### config.mk
export PLATFORM = sky130hd
export DESIGN_NAME = fade_mute_zero
export DESIGN_NICKNAME = d
export VERILOG_FILES = /design/src/rtl/fmz_pkg.sv /design/src/rtl/fmz_fade_ctrl.sv /design/src/rtl/fmz_scaler.sv /design/src/rtl/fmz_zero_watch.sv /design/src/rtl/fade_mute_zero.sv
export SDC_FILE = /design/constraint.sdc
export NUM_CORES = 1
export LEC_CHECK = 0
export BUFFER_PORTS_ARGS = -buffer_cell sky130_fd_sc_hd__buf_2
export CORE_MARGIN = 2
export CORE_UTILIZATION = 48
export CTS_BUF_LIST = sky130_fd_sc_hd__clkbuf_4 sky130_fd_sc_hd__clkbuf_8
export DETAILED_ROUTE_END_ITERATION = 12
export PLACE_DENSITY = 0.77
export SLEW_MARGIN = 20
export SYNTH_ARGS = -nofsm -noshare
export SYNTH_HDL_FRONTEND = slang
export SYNTH_SLANG_ARGS = --single-unit
export TNS_END_PERCENT = 100
### constraint.sdc
create_clock -name clk -period 4.7 [get_ports clk]
set_input_delay 0.94 -clock clk [delete_from_list [all_inputs] [get_ports clk]]
set_output_delay 0.94 -clock clk [all_outputs]
set_load 0.02 [all_outputs]
### src/rtl/fmz_pkg.sv
package fmz_pkg;
  typedef enum logic {FADE_DN = 1'b0, FADE_UP = 1'b1} fade_dir_e;

  // Width able to hold values 0..n inclusive
  function automatic int cnt_width(input int n);
    return (n < 2) ? 1 : $clog2(n + 1);
  endfunction
endpackage

### src/rtl/fmz_fade_ctrl.sv
module fmz_fade_ctrl
  import fmz_pkg::*;
#(
  parameter int STEPS        = 64,
  parameter int STEP_SAMPLES = 14,
  localparam int GW = cnt_width(STEPS),
  localparam int CW = (STEP_SAMPLES > 1) ? $clog2(STEP_SAMPLES) : 1
) (
  input  logic          clk,
  input  logic          rst_n,
  input  logic          beat,
  input  logic          mute_req,
  output logic [GW-1:0] gain,
  output logic          busy,
  output fade_dir_e     dir
);
  logic [GW-1:0] gain_q, gain_nx;
  logic [CW-1:0] cnt_q;
  logic          busy_q;
  fade_dir_e     dir_q;

  always_comb begin
    gain_nx = (dir_q == FADE_UP) ? gain_q + 1'b1 : gain_q - 1'b1;
  end

  always_ff @(posedge clk) begin
    if (!rst_n) begin
      gain_q <= GW'(STEPS);
      busy_q <= 1'b0;
      dir_q  <= FADE_UP;
      cnt_q  <= '0;
    end else if (beat) begin
      if (!busy_q) begin
        // direction is latched here and held for the whole fade
        if (mute_req && gain_q == GW'(STEPS)) begin
          busy_q <= 1'b1;
          dir_q  <= FADE_DN;
          cnt_q  <= '0;
        end else if (!mute_req && gain_q == '0) begin
          busy_q <= 1'b1;
          dir_q  <= FADE_UP;
          cnt_q  <= '0;
        end
      end else if (cnt_q == CW'(STEP_SAMPLES - 1)) begin
        cnt_q  <= '0;
        gain_q <= gain_nx;
        if (gain_nx == '0 || gain_nx == GW'(STEPS)) busy_q <= 1'b0;
      end else begin
        cnt_q <= cnt_q + 1'b1;
      end
    end
  end

  assign gain = gain_q;
  assign busy = busy_q;
  assign dir  = dir_q;
endmodule

### src/rtl/fmz_scaler.sv
module fmz_scaler
  import fmz_pkg::*;
#(
  parameter int DW    = 16,
  parameter int STEPS = 64,
  localparam int GW = cnt_width(STEPS),
  localparam int SH = $clog2(STEPS),
  localparam int PW = DW + GW + 1
) (
  input  logic signed [DW-1:0] x,
  input  logic        [GW-1:0] gain,
  output logic signed [DW-1:0] y
);
  logic signed [PW-1:0] prod;
  logic signed [PW-1:0] shifted;

  always_comb begin
    prod    = PW'(x) * PW'($signed({1'b0, gain}));
    shifted = prod >>> SH;   // floor division by STEPS
    y       = shifted[DW-1:0];
  end
endmodule

### src/rtl/fmz_zero_watch.sv
module fmz_zero_watch
  import fmz_pkg::*;
#(
  parameter int ZERO_HOLD = 15435,
  localparam int ZW = cnt_width(ZERO_HOLD)
) (
  input  logic clk,
  input  logic rst_n,
  input  logic beat,
  input  logic both_zero,
  output logic flag
);
  logic [ZW-1:0] run_q;

  always_ff @(posedge clk) begin
    if (!rst_n) begin
      run_q <= '0;
    end else if (beat) begin
      if (!both_zero)                     run_q <= '0;
      else if (run_q != ZW'(ZERO_HOLD))   run_q <= run_q + 1'b1;
    end
  end

  assign flag = (run_q == ZW'(ZERO_HOLD));
endmodule

### src/rtl/fade_mute_zero.sv
module fade_mute_zero
  import fmz_pkg::*;
#(
  parameter int DW           = 16,
  parameter int STEPS        = 64,
  parameter int STEP_SAMPLES = 14,
  parameter int ZERO_HOLD    = 15435
) (
  input  logic          clk,
  input  logic          rst_n,
  input  logic          s_valid,
  output logic          s_ready,
  input  logic [DW-1:0] s_left,
  input  logic [DW-1:0] s_right,
  input  logic          mute_req,
  output logic          m_valid,
  input  logic          m_ready,
  output logic [DW-1:0] m_left,
  output logic [DW-1:0] m_right,
  output logic          busy,
  output logic          zero_flag
);
  localparam int GW = cnt_width(STEPS);
  localparam int NCH = 2;

  logic          beat;
  logic [GW-1:0] gain_q;
  fade_dir_e     dir_q;
  logic signed [DW-1:0] ch_in  [NCH];
  logic signed [DW-1:0] ch_out [NCH];
  logic [DW-1:0] out_l_q, out_r_q;
  logic          out_v_q;

  assign s_ready = !out_v_q || m_ready;
  assign beat    = s_valid && s_ready;
  assign ch_in[0] = $signed(s_left);
  assign ch_in[1] = $signed(s_right);

  fmz_fade_ctrl #(.STEPS(STEPS), .STEP_SAMPLES(STEP_SAMPLES)) u_fade (
    .clk(clk), .rst_n(rst_n), .beat(beat), .mute_req(mute_req),
    .gain(gain_q), .busy(busy), .dir(dir_q)
  );

  for (genvar c = 0; c < NCH; c++) begin : g_ch
    fmz_scaler #(.DW(DW), .STEPS(STEPS)) u_scale (
      .x(ch_in[c]), .gain(gain_q), .y(ch_out[c])
    );
  end

  fmz_zero_watch #(.ZERO_HOLD(ZERO_HOLD)) u_zero (
    .clk(clk), .rst_n(rst_n), .beat(beat),
    .both_zero(s_left == '0 && s_right == '0), .flag(zero_flag)
  );

  always_ff @(posedge clk) begin
    if (!rst_n) begin
      out_v_q <= 1'b0;
      out_l_q <= '0;
      out_r_q <= '0;
    end else if (beat) begin
      out_v_q <= 1'b1;
      out_l_q <= ch_out[0];
      out_r_q <= ch_out[1];
    end else if (m_ready) begin
      out_v_q <= 1'b0;
    end
  end

  assign m_valid = out_v_q;
  assign m_left  = out_l_q;
  assign m_right = out_r_q;
endmodule

==> results of run 1 <==
-- path summary, 6_finish.rpt --
check                      start          to  slack, ps  depth (start not counted)
setup / recovery      s_right[5]  m_right[7]        -20                         16
hold / removal        m_right[1]  m_right[1]        450                          2
setup reg to reg  u_fade.gain[2]  m_left[14]         20                         18
hold reg to reg       m_right[1]  m_right[1]        450                          2
-- metrics by stage --
stage / utilization (%) / total power, mW
2_1_floorplan: - / 0.731
3_3_place_gp: 57.9 / 0.888
3_5_place_dp: 57.9 / 0.896
4_1_cts: 59.7 / 1.39
5_1_grt: 61.6 / 1.47
6_report: 61.6 / 1.40
-- metal layers --
metal / global-route usage, % / routed length, µm
met5: 0 / 0
met4: 10.1 / 1060
met3: 4.58 / 1640
met2: 46.9 / 14100
met1: 30.2 / 11000
-- flip-flops by register name, indices dropped and copies added, names as in the netlist --
register,count
m_left,16
m_right,16
m_valid,1
u_fade.busy,1
u_fade.cnt_q,4
u_fade.dir,1
u_fade.gain,7
u_zero.run_q,14
-- cell usage after synthesis (all sizes together) (2+ instances only) --
master,count,area [µm²]
xnor2,23,201
and3,13,81.3
o21bai,5,37.5
clkbuf,35,134
o31ai,7,57.6
o21a,3,22.5
a32o,2,20.0
buf,3,30.0
a41oi,2,17.5
nor3b,2,15.0
a31oi,6,37.5
nand2b,5,33.8
o21ai,43,219
and2,160,1000
mux2i,2,20.0
a2111oi,7,61.3
nor2,29,109
or2,2,12.5
nor4,11,75.1
nor3,10,50.1
fa,161,3220
a32oi,2,17.5
a211o,4,35.0
dfxtp,60,1200
nand3,15,75.1
inv,233,875
nand2,119,447
nand4b,3,26.3
a21oi,47,239
ha,91,1140
o211a,2,20.0
xor2,18,158
o211ai,3,22.5
and4,2,17.5
a211oi,10,80.1
nand4,9,56.3
or3b,2,17.5
or3,16,105
o2111ai,2,23.8
a21o,13,97.6
-- power by group --
part	internal (mW)	switching, mW	leakage (nW)
sequential	0.528	0.0147	0.492
combinational	0.160	0.213	5.84
clock	0.247	0.239	0.104
total	0.935	0.467	6.44
-- timing repair --
| item | in CTS | in global routing |
|---|---|---|
| endpoints found under the hold margin | 0 | 0 |
| pin swaps | 18 | 58 |
| buffers inserted | 8 | 5 |
| setup endpoints to repair | 13 | 23 |
| gates resized for setup | 21 | 108 |
-- kinds of logic (layout without fill, tap and decap cells) --
group                    count (synthesis)  count (layout)  share of synthesized area, %
AO/OA/AOI/OAI                          166             166                          10.5
XOR/XNOR                                42              42                          3.72
adder cells (fa/ha/maj)                252             252                          42.5
buffers and inverters                  272             478                          10.2
flip-flops                              60              60                          11.7
multiplexers                             3               3                         0.305
other                                    0               2                             0
AND/OR/NAND/NOR                        402             402                          21.1
-- cell type report --
cell class | count | area (µm²)
timing repair buffer | 228 | 1760
tap | 275 | 344
antenna | 2 | 5.00
clock buffer | 9 | 124
sequential | 60 | 1210
fill | 1732 | 8070
multi-input combinational | 865 | 8560
clock inverter | 7 | 75.1
inverter | 234 | 878
-- critical path, delay by kind of cell --
kind / cells / cell delay (ps)
adder cells (fa/ha/maj): 5 / 2270
buffers and inverters: 4 / 310
AND/OR/NAND/NOR: 3 / 770
AO/OA/AOI/OAI: 4 / 670
==> results.toml, run 1 <==
[power_and_ir_drop]
ir_worst_vdd_v = 0.000143
power_density_nw_per_um2 = 108
power.leakage_nw = 6.44

[final_layout]
final_cell_area_um2 = 12900
finish.cell_count_without_fillers = 1680
area_growth_syn_to_layout_pct = 26.2
layout_commonest_cell = "inv_1"
layout.nets = 1687
mostFrequentLayoutCells = "221 x inv_1, 150 x fa_1, 147 x and2_1, 143 x buf_4, 110 x nand2_1"
drive_gt1_share_pct = 25.4

[detailed_routing]
routed_wirelength_um = 27800
detailedRoute.firstIterationViolations = 399
drt.antenna.violating_nets = 0
dr_total_vias = 9057
detail_route.first_pass.iterations = 4
drt_drc_violations_left = 0
route.detailed.vias_per_inst = 5.39
wire_per_inst_um = 16.6

[setup_path]
worstSetupStartpointType = "primary input"
crit_path_cell_trace = "buf_8, and2_4, fa_1, fa_1, fa_1, inv_1, fa_1, inv_2, ha_4, buf_6, a21oi_2, o211a_4, a211oi_4, or2_4, or3_1, a32o_1"
cp_data_arrival_time_ps = 4970
critPathMostFrequentCell = "fa_1"
path_class = "in2reg"
slowest_stage_cell_cp = "fa_1"
crit_required_ps = 4950
kind_of_end_point_of_the_critical_path = "register"
critical-path-max-stage-delay_ps = 560
critical_path_peak_fanout = 5

[sta]
finalHoldWorstSlack_ps = 454
worst_pin_slew_ps = 779
report.final.setup_viol = 3
tns_ps = -34.3
clock-skew-final_ps = 8.86
finalMaxSlewViolations = 0
report.final.hold_viol_count = 0
timing.final.crit_share_pct = 100
max_freq_mhz = 212
rsz_0062_raised_after_global_routing = "true"
slew_headroom_pct = 47.9
fin_crit_ps = 4720
fin_ws_ps = -23.5

[place]
detailedPlacementHpwl_um = 22400
place_worst_setup_slack_ps = -420
dp_cells = 1649
post_dp_cell_area_um2 = 12200
place.port_buffers = 72
globalplace.congestion = 0.961

[synth]
synth-seq-cells = 60
synthCells = 1197
mappedNetlistNets = 1486
synth_enable_flop_cells = 0
synth_sequential_area_ratio_pct = 11.7
mapped_area_um2 = 10300
dominantRegCellSynth = "dfxtp_1"
synth_cell_types = 67
avgSynthCellArea_um2 = 8.57
post_synth_arst_share_pct = 0
yosys_warnings = 0

[grt]
grt_use_total_pct = 25.9
grt_pass1_wl_um = 46000
grt_start_max_net_pins = 29
grt-ovfl-total = 0
grt_antenna_before_repair = 2
grt_pass1_vias = 9684

[cts]
cts_root_buf = "clkbuf_8"
number_of_h_tree_branching_levels = 3
clk_pin_slew_worst_setup_hold_paths_ps = 70
clock_tree.buffer_depth = 2
clkSinkCount = 60
clock_insertion_delay_worst_skew_ps = 360
cts_hold_buf = 0
cts_buffers = 9
cts_tree = "done"

[die]
die_area_um2 = 22600
num_io_pins = 73
core.rowCount = 53
die_height_um = 150
floorplan.initialDensity_pct = 48.8
width_of_the_chip_um = 150
core_region_area_um2 = 21000

[run_status]
violated_checks = "setup timing"
status = "complete, but fails checks"

[min_path]
hold_path_class = "reg2reg"

[job]
timing.max_cap.violations = 0
(Power assumes the default switching activity.)
==> inputs of run 2 (changes only) <==
- ABC_AREA: unset -> 1
- ABC_CLOCK_PERIOD_IN_PS: unset -> 4700
- SYNTH_HIERARCHICAL: unset -> 1
==> results.toml, run 2 <==
[min_path]
hold_path_class = "reg2reg"

[cts]
clock_insertion_delay_worst_skew_ps = 350
clkSinkCount = 60
clk_pin_slew_worst_setup_hold_paths_ps = 70
clock_tree.buffer_depth = 2
cts_buffers = 9
cts_tree = "done"
cts_hold_buf = 0
cts_root_buf = "clkbuf_8"
number_of_h_tree_branching_levels = 3

[die]
die_height_um = 160
num_io_pins = 73
floorplan.initialDensity_pct = 49.3
core_region_area_um2 = 23600
die_area_um2 = 25500
core.rowCount = 56
width_of_the_chip_um = 160

[setup_path]
path_class = "in2reg"
critical-path-max-stage-delay_ps = 550
worstSetupStartpointType = "primary input"
timing.critical_path.max_delay_family = "adder cells"
crit_path_cell_trace = "buf_2, nand2_1, fa_1, inv_1, fa_1, fa_1, inv_1, fa_1, inv_1, ha_1, a21o_1, nand2_1, nand2_1, a21oi_1, nand2_1, xor2_1, o21ai_1, nor2_1"
crit_required_ps = 4940
slowest_stage_cell_cp = "fa_1"
critical_path_peak_fanout = 5
kind_of_end_point_of_the_critical_path = "register"
cp_data_arrival_time_ps = 4880
critPathBufInv = 4

[sta]
finalHoldWorstSlack_ps = 475
max_freq_mhz = 215
report.final.setup_viol = 0
fin_crit_ps = 4640
timing.final.crit_share_pct = 98.8
clock-skew-final_ps = 10.1
slew_headroom_pct = 43.9
fin_ws_ps = 57.3
finalMaxSlewViolations = 0
worst_pin_slew_ps = 841
report.final.hold_viol_count = 0
tns_ps = 0

[grt]
grt_use_total_pct = 22.6
grt_pass1_wl_um = 48300
grt_antenna_before_repair = 1
grt_start_max_net_pins = 53
grt-ovfl-total = 0
grt_pass1_vias = 10700

[power_and_ir_drop]
swShare_pct = 34.4
comb_power_share_pct = 29.1
p_clk_share_pct = 32.9
power.leakage_nw = 8.52
cell_internal_pwr_mw = 0.953
fin_total_pwr_mw = 1.45
seqPwrFrac_pct = 38.0
total_switching_power_mw = 0.500
ir_worst_vdd_v = 0.000154
power_density_nw_per_um2 = 106

[place]
place.port_buffers = 72
post_dp_cell_area_um2 = 13300
place_worst_setup_slack_ps = -297
detailedPlacementHpwl_um = 23300
globalplace.congestion = 0.941

[synth]
dominantRegCellSynth = "dfxtp_1"
most_area_consuming_cells_after_synthesis = "fa_1 28%, inv_1 15%, nand2_1 15%, dfxtp_1 10%, ha_1 9.6%"
yosys_warnings = 6
synth_most_common_cell = "inv_1"
netlist_top_cells_count = "476 x inv_1, 457 x nand2_1, 161 x fa_1"
synth-seq-cells = 60
synth_sequential_area_ratio_pct = 10.3
synth_enable_flop_cells = 0
mappedNetlistNets = 2011
synthCells = 1724
avgSynthCellArea_um2 = 6.75
mapped_area_um2 = 11600
post_synth_arst_share_pct = 0
synth_largest_area_cell = "fa_1"
synthDominantCellAreaShare_pct = 27.7
synth_cell_types = 40

[final_layout]
layout.nets = 2198
area_growth_syn_to_layout_pct = 18.0
layout_commonest_cell = "inv_1"
mostFrequentLayoutCells = "474 x inv_1, 450 x nand2_1, 161 x fa_1, 148 x nor2_1, 138 x buf_4"
antennaDiodeCount = 0
drive_gt1_share_pct = 17.2
final_cell_area_um2 = 13700

[detailed_routing]
drt_drc_violations_left = 0
wire_per_inst_um = 12.9
dr_total_vias = 10800
detailedRoute.firstIterationViolations = 794
routed_wirelength_um = 28900
detail_route.first_pass.iterations = 5
route.detailed.vias_per_inst = 4.85
drt.antenna.violating_nets = 0

[job]
timing.max_cap.violations = 0

[run_status]
status = "finished clean"
run 2: changes by cell type in the layout (fill, tap and decap cells not counted), sizes merged, moves of 16 or more:
cell   before  now
nand2     119  480
inv       234  484
and2      160    0
nor2       29  167
nand3      15   61
or3        16    0
run 2: kinds of logic after synthesis:
kind of cell	after synthesis	share of synthesized area, %
simple gates	739	26.5
xor+xnor	33	2.48
buf+inv	523	17.7
flops	60	10.3
fa+ha+maj	250	37.3
compound gates	119	5.70
run 2: power groups by stage:
| stage | Combinational (mW) | Sequential [mW] | Clock [mW] |
|---|---|---|---|
| after floorplan | 0.200 | 0.588 | 0 |
| after global placement | 0.396 | 0.564 | 0 |
| after detailed placement | 0.407 | 0.564 | 0 |
| after CTS | 0.409 | 0.552 | 0.487 |
| after global routing | 0.470 | 0.555 | 0.508 |
| final | 0.423 | 0.553 | 0.478 |
run 2: area by class of cell:
cell class / count / area, µm²
clock buffer: 9 / 124
sequential: 60 / 1200
tap: 319 / 399
fill: 2148 / 9880
inverter: 484 / 1830
clock inverter: 7 / 76.3
timing repair buffer: 215 / 1500
multi-input combinational: 1141 / 8600
run 2: per-stage QoR:
stage               std cells  utilization (%)
floorplan                1724                -
global placement         2218             56.3
detailed placement       2218             56.3
CTS                      2234             57.1
global route             2235             58.2
finish                   2235             58.2
run 2: timing repair:
| item | in CTS | in global routing |
|---|---|---|
| setup buffers | 0 | 1 |
| gates resized for setup | 0 | 51 |
| endpoints found under the setup margin | 0 | 15 |
run 2: layer usage:
metal / wire length (µm) / track usage [%] / vias to the layer above
met4: 432 / 5.12 / 2
met5: 13 / 0 / -
met1: 12600 / 30.0 / 5133
met2: 14200 / 39.7 / 300
li1: - / - / 5376
met3: 1570 / 2.47 / 33
run 2: final timing paths:
| path | start | end | slack [ps] | depth (start not counted) |
|---|---|---|---|---|
| worst max-delay path | s_left[10] | m_left[11] | 60 | 18 |
| worst min-delay path | m_right[14] | m_right[14] | 470 | 2 |
| worst max register to register | u_fade/gain[4] | m_left[11] | 190 | 18 |
| worst min register to register | m_right[14] | m_right[14] | 470 | 2 |
run 2: worst register-to-register path: stages, from the launching register on:
cell and delay (ps):
dfxtp_1 360, buf_12 220, nand2_1 120, fa_1 540, inv_1 50, fa_1 470
fa_1 550, inv_1 60, fa_1 540, inv_1 50, ha_1 370, a21o_1 230
nand2_1 90, nand2_1 70, a21oi_1 190, nand2_1 100, xor2_1 160, o21ai_1 160
nor2_1 60
